### src/rtl/nand_seq_pkg.sv
package nand_seq_pkg;
    localparam int CHIP_N = 8;
    localparam int IRQ_W  = 4 + CHIP_N;

    localparam logic [5:0] SEQ_CMD_ONLY  = 6'h00;
    localparam logic [5:0] SEQ_A1_READ   = 6'h21;
    localparam logic [5:0] SEQ_A3_READ   = 6'h27;
    localparam logic [5:0] SEQ_A5_C_READ = 6'h2A;
    localparam logic [5:0] SEQ_ERASE     = 6'h0E;
    localparam logic [5:0] SEQ_PROGRAM   = 6'h0C;
    localparam logic [5:0] SEQ_STATUS    = 6'h24;

    localparam logic [3:0] RG_CTRL    = 4'd0;
    localparam logic [3:0] RG_CMD     = 4'd1;
    localparam logic [3:0] RG_STATUS  = 4'd2;
    localparam logic [3:0] RG_MASK    = 4'd3;
    localparam logic [3:0] RG_ISTAT   = 4'd4;
    localparam logic [3:0] RG_S0_LO   = 4'd5;
    localparam logic [3:0] RG_S0_HI   = 4'd6;
    localparam logic [3:0] RG_S1_LO   = 4'd7;
    localparam logic [3:0] RG_S1_HI   = 4'd8;
    localparam logic [3:0] RG_LEN     = 4'd9;
    localparam logic [3:0] RG_RDSTAT  = 4'd10;

    typedef enum logic [2:0] {
        ST_IDLE, ST_SETUP, ST_WE_LO, ST_WE_HI,
        ST_RE_LO, ST_RE_HI, ST_WAIT_RB, ST_FINISH
    } bus_state_t;

    typedef enum logic [3:0] {
        PH_CMD0, PH_ADDR, PH_CONF_MID, PH_WAIT_MID, PH_WDATA,
        PH_CONF_END, PH_WAIT_END, PH_RDATA, PH_STAT, PH_END
    } phase_t;

    typedef struct packed {
        logic       known;
        logic [2:0] fixed_addr;
        logic       use_ctrl_cnt;
        logic       row_only;
        logic       mid_conf;
        logic       wdata;
        logic       end_conf;
        logic       rdata;
        logic       stat;
    } seq_desc_t;
endpackage

### src/rtl/nand_seq_decode.sv
module nand_seq_decode
    import nand_seq_pkg::*;
(
    input  logic [5:0] code,
    output seq_desc_t  desc
);
    always_comb begin
        desc = '0;
        case (code)
            SEQ_CMD_ONLY:  desc.known = 1'b1;
            SEQ_A1_READ: begin
                desc.known = 1'b1; desc.fixed_addr = 3'd1; desc.rdata = 1'b1;
            end
            SEQ_A3_READ: begin
                desc.known = 1'b1; desc.fixed_addr = 3'd3; desc.rdata = 1'b1;
            end
            SEQ_A5_C_READ: begin
                desc.known = 1'b1; desc.fixed_addr = 3'd5;
                desc.mid_conf = 1'b1; desc.rdata = 1'b1;
            end
            SEQ_ERASE: begin
                desc.known = 1'b1; desc.use_ctrl_cnt = 1'b1;
                desc.row_only = 1'b1; desc.end_conf = 1'b1;
            end
            SEQ_PROGRAM: begin
                desc.known = 1'b1; desc.use_ctrl_cnt = 1'b1;
                desc.wdata = 1'b1; desc.end_conf = 1'b1;
            end
            SEQ_STATUS: begin
                desc.known = 1'b1; desc.stat = 1'b1;
            end
            default: desc = '0;
        endcase
    end
endmodule

### src/rtl/nand_seq_regs.sv
module nand_seq_regs
    import nand_seq_pkg::*;
#(
    parameter int SIZE_W = 16
) (
    input  logic              clk,
    input  logic              rst_n,
    input  logic              reg_we,
    input  logic [3:0]        reg_addr,
    input  logic [31:0]       reg_wdata,
    output logic [31:0]       reg_rdata,
    input  logic              code_known,
    input  logic              busy,
    input  logic              cmd_end,
    input  logic              stat_we,
    input  logic [7:0]        stat_byte,
    input  logic [CHIP_N-1:0] dev_rdy,
    output logic              start,
    output logic [2:0]        cnt_set0,
    output logic [2:0]        cnt_set1,
    output logic [63:0]       addr_set0,
    output logic [63:0]       addr_set1,
    output logic [SIZE_W-1:0] data_len,
    output logic              irq
);
    logic [31:0]       ctrl_q, cmd_q, s0_lo, s0_hi, s1_lo, s1_hi;
    logic [IRQ_W-1:0]  mask_q, istat_q;
    logic [CHIP_N-1:0] rdy_q;
    logic [7:0]        rdstat_q;
    logic              collide_q;
    logic              cmd_wr;

    assign cmd_wr = reg_we && (reg_addr == RG_CMD);
    assign start  = cmd_wr && !busy && code_known;

    always_ff @(posedge clk or negedge rst_n) begin
        if (!rst_n) begin
            ctrl_q <= '0; cmd_q <= '0; s0_lo <= '0; s0_hi <= '0;
            s1_lo <= '0; s1_hi <= '0; mask_q <= '0; istat_q <= '0;
            rdy_q <= '1; rdstat_q <= '0; collide_q <= 1'b0; data_len <= '0;
        end else begin
            rdy_q <= dev_rdy;
            if (reg_we) begin
                case (reg_addr)
                    RG_CTRL:  ctrl_q   <= reg_wdata;
                    RG_MASK:  mask_q   <= reg_wdata[IRQ_W-1:0];
                    RG_S0_LO: s0_lo    <= reg_wdata;
                    RG_S0_HI: s0_hi    <= reg_wdata;
                    RG_S1_LO: s1_lo    <= reg_wdata;
                    RG_S1_HI: s1_hi    <= reg_wdata;
                    RG_LEN:   data_len <= reg_wdata[SIZE_W-1:0];
                    default: ;
                endcase
            end
            if (start) cmd_q <= reg_wdata;
            if (cmd_wr && busy) collide_q <= 1'b1;
            else if (reg_we && reg_addr == RG_STATUS) collide_q <= 1'b0;
            if (stat_we) rdstat_q <= stat_byte;
            istat_q <= ((reg_we && reg_addr == RG_ISTAT && reg_wdata == 32'd0) ? '0 : istat_q)
                     | {dev_rdy & ~rdy_q, 2'b00, cmd_end, 1'b0};
        end
    end

    always_comb begin
        case (reg_addr)
            RG_CTRL:   reg_rdata = ctrl_q;
            RG_CMD:    reg_rdata = cmd_q;
            RG_STATUS: reg_rdata = {22'd0, collide_q, busy, dev_rdy};
            RG_MASK:   reg_rdata = 32'(mask_q);
            RG_ISTAT:  reg_rdata = 32'(istat_q);
            RG_S0_LO:  reg_rdata = s0_lo;
            RG_S0_HI:  reg_rdata = s0_hi;
            RG_S1_LO:  reg_rdata = s1_lo;
            RG_S1_HI:  reg_rdata = s1_hi;
            RG_LEN:    reg_rdata = 32'(data_len);
            RG_RDSTAT: reg_rdata = {24'd0, rdstat_q};
            default:   reg_rdata = '0;
        endcase
    end

    assign cnt_set0  = ctrl_q[2:0];
    assign cnt_set1  = ctrl_q[20:18];
    assign addr_set0 = {s0_hi, s0_lo};
    assign addr_set1 = {s1_hi, s1_lo};
    assign irq       = |(istat_q & mask_q);
endmodule

### src/rtl/nand_seq_fsm.sv
module nand_seq_fsm
    import nand_seq_pkg::*;
#(
    parameter int PULSE_CYC = 2,
    parameter int GUARD_CYC = 2,
    parameter int SIZE_W    = 16
) (
    input  logic              clk,
    input  logic              rst_n,
    input  logic              start,
    input  seq_desc_t         desc,
    input  logic              sel_set1,
    input  logic [7:0]        op0,
    input  logic [7:0]        op1,
    input  logic [2:0]        cnt_set0,
    input  logic [2:0]        cnt_set1,
    input  logic [63:0]       addr_set0,
    input  logic [63:0]       addr_set1,
    input  logic [SIZE_W-1:0] data_len,
    input  logic [CHIP_N-1:0] dev_rdy,
    input  logic [7:0]        io_in,
    input  logic [7:0]        wr_byte,
    output logic              cle,
    output logic              ale,
    output logic              we_n,
    output logic              re_n,
    output logic [7:0]        io_out,
    output logic              io_oe,
    output logic              wr_take,
    output logic              rd_valid,
    output logic [7:0]        rd_byte,
    output logic              stat_we,
    output logic [7:0]        stat_byte,
    output logic              cmd_end,
    output logic              busy
);
    localparam int TW = $clog2(PULSE_CYC + 1);
    localparam int GW = $clog2(GUARD_CYC + 1);
    localparam logic [TW-1:0] T_LAST = TW'(PULSE_CYC - 1);

    bus_state_t        state;
    phase_t            phase, np;
    seq_desc_t         d_q;
    logic [7:0]        op0_q, op1_q, wbyte_q;
    logic [63:0]       addr_q;
    logic [2:0]        aidx, acnt_q;
    logic [SIZE_W-1:0] len_q, bcnt;
    logic [TW-1:0]     tcnt;
    logic [GW-1:0]     gcnt;
    logic              found;

    function automatic logic phase_on(phase_t p, seq_desc_t d, logic [2:0] ac,
                                      logic [SIZE_W-1:0] ln);
        case (p)
            PH_CMD0:                  return d.known;
            PH_ADDR:                  return ac != 3'd0;
            PH_CONF_MID, PH_WAIT_MID: return d.mid_conf;
            PH_WDATA:                 return d.wdata && (ln != '0);
            PH_CONF_END, PH_WAIT_END: return d.end_conf;
            PH_RDATA:                 return d.rdata && (ln != '0);
            PH_STAT:                  return d.stat;
            default:                  return 1'b1;
        endcase
    endfunction

    function automatic bus_state_t entry_of(phase_t p);
        case (p)
            PH_WAIT_MID, PH_WAIT_END: return ST_WAIT_RB;
            PH_END:                   return ST_FINISH;
            default:                  return ST_SETUP;
        endcase
    endfunction

    function automatic logic is_read(phase_t p);
        return (p == PH_RDATA) || (p == PH_STAT);
    endfunction

    always_comb begin
        np    = PH_END;
        found = 1'b0;
        for (int i = 0; i < 10; i++) begin
            if (!found && i > int'(phase) && phase_on(phase_t'(i[3:0]), d_q, acnt_q, len_q)) begin
                np    = phase_t'(i[3:0]);
                found = 1'b1;
            end
        end
    end

    // state register and datapath
    always_ff @(posedge clk or negedge rst_n) begin
        if (!rst_n) begin
            state <= ST_IDLE; phase <= PH_END; d_q <= '0;
            op0_q <= '0; op1_q <= '0; wbyte_q <= '0; addr_q <= '0;
            aidx <= '0; acnt_q <= '0; len_q <= '0; bcnt <= '0;
            tcnt <= '0; gcnt <= '0; rd_valid <= 1'b0; rd_byte <= '0;
            stat_we <= 1'b0; stat_byte <= '0; cmd_end <= 1'b0;
        end else begin
            rd_valid <= 1'b0;
            stat_we  <= 1'b0;
            cmd_end  <= 1'b0;
            unique case (state)
                ST_IDLE: if (start) begin
                    d_q    <= desc;
                    op0_q  <= op0;
                    op1_q  <= op1;
                    addr_q <= sel_set1 ? addr_set1 : addr_set0;
                    len_q  <= data_len;
                    if (desc.use_ctrl_cnt) begin
                        acnt_q <= sel_set1 ? cnt_set1 : cnt_set0;
                        aidx   <= desc.row_only ? 3'd2 : 3'd0;
                    end else begin
                        acnt_q <= desc.fixed_addr;
                        aidx   <= 3'd0;
                    end
                    phase <= PH_CMD0;
                    bcnt  <= SIZE_W'(1);
                    tcnt  <= '0;
                    state <= ST_SETUP;
                end
                ST_SETUP: begin
                    tcnt <= '0;
                    if (is_read(phase)) state <= ST_RE_LO;
                    else begin
                        state <= ST_WE_LO;
                        if (phase == PH_WDATA) wbyte_q <= wr_byte;
                    end
                end
                ST_WE_LO, ST_RE_LO: begin
                    if (tcnt == T_LAST) begin
                        tcnt  <= '0;
                        state <= (state == ST_WE_LO) ? ST_WE_HI : ST_RE_HI;
                        if (state == ST_RE_LO) begin
                            if (phase == PH_STAT) begin
                                stat_we <= 1'b1; stat_byte <= io_in;
                            end else begin
                                rd_valid <= 1'b1; rd_byte <= io_in;
                            end
                        end
                    end else tcnt <= tcnt + 1'b1;
                end
                ST_WE_HI, ST_RE_HI: begin
                    if (tcnt != T_LAST) tcnt <= tcnt + 1'b1;
                    else if (bcnt > SIZE_W'(1)) begin
                        bcnt  <= bcnt - 1'b1;
                        tcnt  <= '0;
                        state <= ST_SETUP;
                        if (phase == PH_ADDR) aidx <= aidx + 1'b1;
                    end else begin
                        phase <= np;
                        state <= entry_of(np);
                        tcnt  <= '0;
                        gcnt  <= GW'(GUARD_CYC);
                        case (np)
                            PH_ADDR:           bcnt <= SIZE_W'(acnt_q);
                            PH_WDATA, PH_RDATA: bcnt <= len_q;
                            default:           bcnt <= SIZE_W'(1);
                        endcase
                    end
                end
                ST_WAIT_RB: begin
                    if (gcnt != '0) gcnt <= gcnt - 1'b1;
                    else if (&dev_rdy) begin
                        phase <= np;
                        state <= entry_of(np);
                        tcnt  <= '0;
                        case (np)
                            PH_WDATA, PH_RDATA: bcnt <= len_q;
                            default:           bcnt <= SIZE_W'(1);
                        endcase
                    end
                end
                ST_FINISH: begin
                    cmd_end <= 1'b1;
                    state   <= ST_IDLE;
                end
            endcase
        end
    end

    // bus outputs
    always_comb begin
        logic wr_ph, drive;
        wr_ph   = !is_read(phase);
        drive   = (state == ST_SETUP) || (state == ST_WE_LO) || (state == ST_WE_HI);
        cle     = drive && (phase == PH_CMD0 || phase == PH_CONF_MID || phase == PH_CONF_END);
        ale     = drive && (phase == PH_ADDR);
        io_oe   = drive && wr_ph;
        we_n    = (state != ST_WE_LO);
        re_n    = (state != ST_RE_LO);
        wr_take = (state == ST_SETUP) && (phase == PH_WDATA);
        busy    = (state != ST_IDLE);
        case (phase)
            PH_CMD0:                  io_out = op0_q;
            PH_CONF_MID, PH_CONF_END: io_out = op1_q;
            PH_ADDR:                  io_out = addr_q[{aidx, 3'b000} +: 8];
            PH_WDATA:                 io_out = wbyte_q;
            default:                  io_out = 8'h00;
        endcase
    end
endmodule

### src/rtl/nand_seq_engine.sv
module nand_seq_engine
    import nand_seq_pkg::*;
#(
    parameter int PULSE_CYC = 2,
    parameter int GUARD_CYC = 2,
    parameter int SIZE_W    = 16
) (
    input  logic        clk,
    input  logic        rst_n,
    input  logic        reg_we,
    input  logic [3:0]  reg_addr,
    input  logic [31:0] reg_wdata,
    output logic [31:0] reg_rdata,
    output logic        nand_cle,
    output logic        nand_ale,
    output logic        nand_we_n,
    output logic        nand_re_n,
    output logic [7:0]  nand_io_out,
    output logic        nand_io_oe,
    input  logic [7:0]  nand_io_in,
    input  logic [7:0]  dev_rdy,
    output logic        rd_valid,
    output logic [7:0]  rd_byte,
    input  logic [7:0]  wr_byte,
    output logic        wr_take,
    output logic        irq
);
    seq_desc_t         desc;
    logic              start, busy, cmd_end, stat_we;
    logic [7:0]        stat_byte;
    logic [2:0]        cnt_set0, cnt_set1;
    logic [63:0]       addr_set0, addr_set1;
    logic [SIZE_W-1:0] data_len;

    nand_seq_decode u_dec (
        .code (reg_wdata[5:0]),
        .desc (desc)
    );

    nand_seq_regs #(.SIZE_W(SIZE_W)) u_regs (
        .clk, .rst_n, .reg_we, .reg_addr, .reg_wdata, .reg_rdata,
        .code_known (desc.known),
        .busy, .cmd_end, .stat_we, .stat_byte, .dev_rdy,
        .start, .cnt_set0, .cnt_set1, .addr_set0, .addr_set1,
        .data_len, .irq
    );

    nand_seq_fsm #(.PULSE_CYC(PULSE_CYC), .GUARD_CYC(GUARD_CYC), .SIZE_W(SIZE_W)) u_fsm (
        .clk, .rst_n, .start, .desc,
        .sel_set1 (reg_wdata[7]),
        .op0      (reg_wdata[15:8]),
        .op1      (reg_wdata[23:16]),
        .cnt_set0, .cnt_set1, .addr_set0, .addr_set1, .data_len, .dev_rdy,
        .io_in    (nand_io_in),
        .wr_byte,
        .cle      (nand_cle),
        .ale      (nand_ale),
        .we_n     (nand_we_n),
        .re_n     (nand_re_n),
        .io_out   (nand_io_out),
        .io_oe    (nand_io_oe),
        .wr_take, .rd_valid, .rd_byte, .stat_we, .stat_byte, .cmd_end, .busy
    );
endmodule

### config.mk
export PLATFORM = sky130hd
export DESIGN_NAME = nand_seq_engine
export DESIGN_NICKNAME = d
export VERILOG_FILES = /design/src/rtl/nand_seq_pkg.sv /design/src/rtl/nand_seq_decode.sv /design/src/rtl/nand_seq_regs.sv /design/src/rtl/nand_seq_fsm.sv /design/src/rtl/nand_seq_engine.sv
export SDC_FILE = /design/constraint.sdc
export NUM_CORES = 1
export LEC_CHECK = 0
export CAP_MARGIN = 20
export CELL_PAD_IN_SITES_DETAIL_PLACEMENT = 1
export CELL_PAD_IN_SITES_GLOBAL_PLACEMENT = 1
export CORE_ASPECT_RATIO = 1.2
export CORE_MARGIN = 10
export CORE_UTILIZATION = 45
export CTS_BUF_LIST = sky130_fd_sc_hd__clkbuf_4 sky130_fd_sc_hd__clkbuf_8
export CTS_CLUSTER_SIZE = 28
export DETAILED_ROUTE_END_ITERATION = 10
export PLACE_DENSITY_LB_ADDON = 0.1
export SKIP_CTS_REPAIR_TIMING = 1
export SLEW_MARGIN = 10
export SYNTH_ARGS = -nofsm -noshare
export SYNTH_HDL_FRONTEND = slang
export SYNTH_HIERARCHICAL = 1
export SYNTH_SLANG_ARGS = --single-unit
### constraint.sdc
create_clock -name clk -period 3 [get_ports clk]
set_input_delay 0.9 -clock clk [delete_from_list [all_inputs] [get_ports clk]]
set_output_delay 0.9 -clock clk [all_outputs]
set_load 0.005 [all_outputs]
# After elaboration in Yosys (flattened, before gate mapping)
# Cells that the tools add are included.
classes:
  addsub: 4
  magnitude_cmp: 10
  eq_ne: 48
  shift: 1
  n_mux: 83
  n_bitwise: 6
  reduce_logical: 85
ops:
  columns: ["operator", "n"]
  rows:
  - ["$pmux 32 s11", 1]
  - ["$mux 16", 6]
  - ["$mux 64", 1]
  - ["$shiftx 64x7->8", 1]
  - ["$mux 4", 14]
  - ["$pmux 16 s3", 1]
  - ["$mux 3", 15]
  - ["$eq 4x3->1 const B", 10]
  - ["$logic_not 32->1", 1]
  - ["$pmux 16 s2", 1]
  - ["$pmux 8 s4", 1]
  - ["$logic_and 1x1->1", 29]
  - ["$mux 1", 26]
  - ["$eq 6x6->1 const B", 4]
  - ["$eq 4x4->1 const B", 5]
  - ["$mux 2", 9]
  - ["$pmux 3 s6", 1]
  - ["$eq 4x2->1 const B", 4]
  - ["$gt 16x1->1 const B", 1]
  - ["$gt 3x4->1 const A", 4]
  - ["$reduce_and 2->1", 8]
  - ["$reduce_and 4->1", 4]
  - ["$reduce_bool 16->1", 1]
  - ["$sub 16x1->16 const B", 1]
  - ["other kinds (43)", 88]
totals:
  reg_bits: 410
  inputBits: 63
  out_inout_bits: 56
  elab_cells: 271

# Logic depth before layout (Yosys ltp)
logic_depth:
  depth_word: 40
  mapped_depth: 13

# Hierarchy
# Netlist, hierarchy kept.
modules_own_cells:
  columns: ["mod", "n_inst", "cells_each", "area_per_inst_um2", "seq_area_each_um2"]
  rows:
  - ["nand_seq_regs", 1, 786, 10882.9, 6165.9]
  - ["nand_seq_fsm", 1, 891, 8446.9, 4031.4]
  - ["nand_seq_decode", 1, 27, 175.2, 0.0]

# Worst setup path before layout
# No wires, ideal clock.
synth_timing:
  kind: "input-to-reg"
  from: "input reg_wdata[0]"
  to: "register u_fsm.bcnt[13]"
  setup_time_ns: 0.126
  arrival_time_ns: 3.466
  required_ns: 2.874
  slack_ns: -0.592
  stages: 12
  n_path_buf: 4
  path_cell_list: "buf_2 -> or3_1 -> o22ai_1 -> and4b_1 -> buf_2 -> buf_4 -> or3b_2 -> a21oi_1 -> o21a_1 -> clkbuf_1 -> nand2_1 -> a221o_1"
synth_lines:
  columns: ["element", "line_no", "text"]
  rows:
  - ["start, declared", "nand_seq_engine.sv:12", "input logic [31:0] reg_wdata,"]
  - ["end signal, assigned", "nand_seq_fsm.sv:144", "bcnt <= bcnt - 1'b1;"]
  - ["end signal, assigned", "nand_seq_fsm.sv:154", "PH_ADDR: bcnt <= SIZE_W'(acnt_q);"]
  - ["end signal, assigned", "nand_seq_fsm.sv:155", "PH_WDATA, PH_RDATA: bcnt <= len_q;"]
  - ["end, declared", "nand_seq_fsm.sv:47", "logic [SIZE_W-1:0] len_q, bcnt;"]

# Final worst setup path
layout_timing:
  from: "register u_fsm.aidx[0]"
  to: "output nand_io_out[6]"
layout_between:
  elab_chain_len: 2
layout_rtl:
  columns: ["element", "line_no", "text"]
  rows:
  - ["start, declared", "nand_seq_fsm.sv:46", "logic [2:0] aidx, acnt_q;"]
  - ["start signal, assigned", "nand_seq_fsm.sv:110", "aidx <= desc.row_only ? 3'd2 : 3'd0;"]
  - ["start signal, assigned", "nand_seq_fsm.sv:147", "if (phase == PH_ADDR) aidx <= aidx + 1'b1;"]
  - ["$shiftx 64x7->8", "nand_seq_fsm.sv:195", "PH_ADDR: io_out = addr_q[{aidx, 3'b000} +: 8];"]
  - ["$pmux 8 s4", "nand_seq_fsm.sv:192", "case (phase)"]
  - ["end, declared", "nand_seq_engine.sv:18", "output logic [7:0] nand_io_out,"]
# No other way between the ends.

==> impl_metrics.yaml <==
yosys:
  ys_types: 85
  syn_inst: 1704
  async_flop_share: 1.00
  yosys_warnings: 6
  synthMuxAreaShare: 0.200
  synth-xor-area-share: 0.00225
  synth_compound_gate_area_share: 0.120
  synth-simple-area-share: 0.117
  synthAdderAreaFrac: 0.00257
  synth.avg_cell_area_um2: 11.4
  syn_nets: 1771
  synth-seq-cells: 407
  synth_area_um2: 19500
  synth_edf_count: 0
  yosysSeqAreaShare: 0.523
  synth_ff_type: "dfrtp_1"
  synth_top_family_by_area: "multiplexers"
power:
  power_leakage_nw: 11.9
  ir_drop_uv: 435
  p_per_area_nw_per_um2: 697
  p_total_mw: 17.9
critical_path:
  crit_path_start_kind: "flip-flop"
  critPathSlowestCell: "mux4_2"
  worstPathCellList: "buf_6, buf_12, mux4_2, mux2i_1, buf_4, o21ai_2, buf_2"
  reg2reg_depth: 9
  end_kind: "output pin"
  rr_endpoint: "u_fsm/bcnt[4]"
  crit_buf_inv: 4
  timing.setup.critical_path_class: "reg2out"
  cp.arrival_ps: 2450
  crit_fanout: 5
  worst-r2r-setup-slack_ps: 260
  slowest_delay_ps: 520
  reg2reg_from: "u_fsm/phase[2]"
  cpLargestDelayFamily: "multiplexers"
  critical_path_required_ps: 2100
finish:
  final_cell_mix: "dfrtp_1, nand2_1, mux2_2"
  final_cell_count_no_fill: 2645
  postLayoutCellArea_um2: 25600
  final_common_cell: "dfrtp_1"
  drive_above_1_share: 0.385
  utilization: 0.599
  finalNetCount: 2106
  area_growth_syn_to_layout_pct: 31.5
floorplan:
  die_x_um: 210
  start_util: 0.456
  rows: 83
  core_area_um2: 42800
  ios: 119
  die_y_um: 248
  die_area_um2: 52100
routing:
  wl_um: 74500
  wl_per_cell_um: 28.2
  vias: 16200
  drt_first_pass_iters: 5
  dr.max_layer_used: "met4"
  vias_per_cell: 6.13
  postRouteAntennaNets: 0
  routed-wl-met3_um: 4470
  met1Wirelength_um: 28000
  drt_iter0_drc: 1331
  dr_wl_met2_um: 37500
  drcViolationCount: 0
worst_hold_path:
  min_path_type: "in2async"
timing:
  setup_violations: 43
  tns_ps: -10670
  final.period_utilization: 1.12
  grt_setup_unrepaired: "yes"
  min_period_ps: 3350
  fin_ws_ps: -350
  hold_viol: 0
  max_freq_ghz: 0.299
  holdWs_ps: 180
  tightest_slew_ps: 667
  max_slew_margin: 0.555
  slew_violations: 0
  skew_ps: 34.1
global_route:
  grt_max_degree: 76
  grt_antenna_before_repair: 3
  overflow: 0
  grt_pass1_vias: 16900
  track_usage: 0.266
  grt_pass1_wl_um: 106000
run:
  maxCapViolations: 0
run_status:
  violations: "negative setup slack"
  status: "finished, violations left"
clock_tree:
  cts_buffers: 71
  cts_tree: "done"
  htreeDepth: 3
  cts_root_buffer: "clkbuf_8"
  clock_latency_ps: 680
  clock_path_buffers: 3
  clk_pin_slew_ps: 60
  clock_sink_count: 407
place:
  dp_hpwl_um: 50300
  place_area_um2: 22800
  dp_slack_ps: -1160
  dp_cells: 2454
  placement.io_buffers: 118
  gp_congestion: 0.921
-- worst max-delay path by stage --
| stage | end | startpoint | cells after the start |
|---|---|---|---|
| final | nand_io_out[6] | u_fsm/aidx[0] | 7 |
| after global routing | nand_io_out[6] | u_fsm/aidx[0] | 7 |
| after detailed placement | reg_rdata[13] | reg_addr[2] | 7 |
| after CTS | reg_rdata[13] | reg_addr[2] | 7 |
| after floorplan | u_fsm/bcnt[13] | reg_wdata[0] | 13 |
| after global placement | reg_rdata[15] | reg_addr[2] | 8 |
-- cells in the mapped netlist, types with 6 or more instances --
cell,instances,area share
o21ai_0,108,0.028
nor3b_1,7,0.0027
a21oi_1,25,0.0064
or3_1,7,0.0022
nand2_1,278,0.053
a222oi_1,17,0.0087
a22oi_1,70,0.027
a221o_1,9,0.0046
o211ai_1,6,0.0023
buf_1,10,0.0019
nand3b_1,10,0.0038
clkbuf_1,52,0.010
a221oi_1,13,0.0058
dfstp_2,10,0.013
nand4_1,10,0.0032
and3_1,7,0.0022
a22o_1,23,0.010
nor2_1,21,0.0040
dfrtp_1,397,0.51
mux2_2,210,0.12
nand3_1,43,0.011
buf_2,43,0.011
nor4_1,14,0.0045
mux4_2,17,0.020
buf_4,15,0.0058
mux2i_1,80,0.041
a31oi_1,6,0.0019
nor3_1,21,0.0054
nand2b_1,11,0.0035
mux2_1,31,0.018
inv_1,22,0.0042
nor2b_1,9,0.0029
-- cell families after synthesis --
kind of cell    count (synthesis)
simple gates                  470
buf+inv                       148
xor+xnor                        5
compound gates                332
flops                         407
mux                           338
fa+ha+maj                       4
-- sequential cells by signal, indices dropped and copies added, names as in the netlist, 9 cells and up --
signal / cells
u_regs/s0_hi: 32
u_regs/ctrl_q: 32
u_regs/s1_lo: 32
u_regs/s0_lo: 32
u_regs/s1_hi: 32
u_regs/istat_q: 9
u_regs/cmd_q: 32
u_regs/mask_q: 12
u_fsm/bcnt: 16
u_fsm/addr_q: 64
u_regs/data_len: 16
u_fsm/len_q: 16
-- report_power, final --
part	switching [mW]	total [mW]	internal (mW)
registers	0.955	7.37	6.41
logic	2.69	5.16	2.46
clock network	2.41	5.35	2.94
total	6.06	17.9	11.8
-- metal layers --
metal	GRT usage	up-vias
li1	-	6956
met1	0.311	8467
met2	0.466	588
met3	0.0433	216
met4	0.137	0
met5	0	-
-- final cells by class --
type,instances,area [um^2]
diodes,3,7.51
clock buffers,111,1380
clock inverters,13,92.6
fillers,4372,17100
inverters,24,90.1
multi-input cells,1149,9240
flip-flops and latches,407,10200
well taps,552,691
repair buffers,386,3940
No activity file was read; power rests on OpenSTA's default activity.
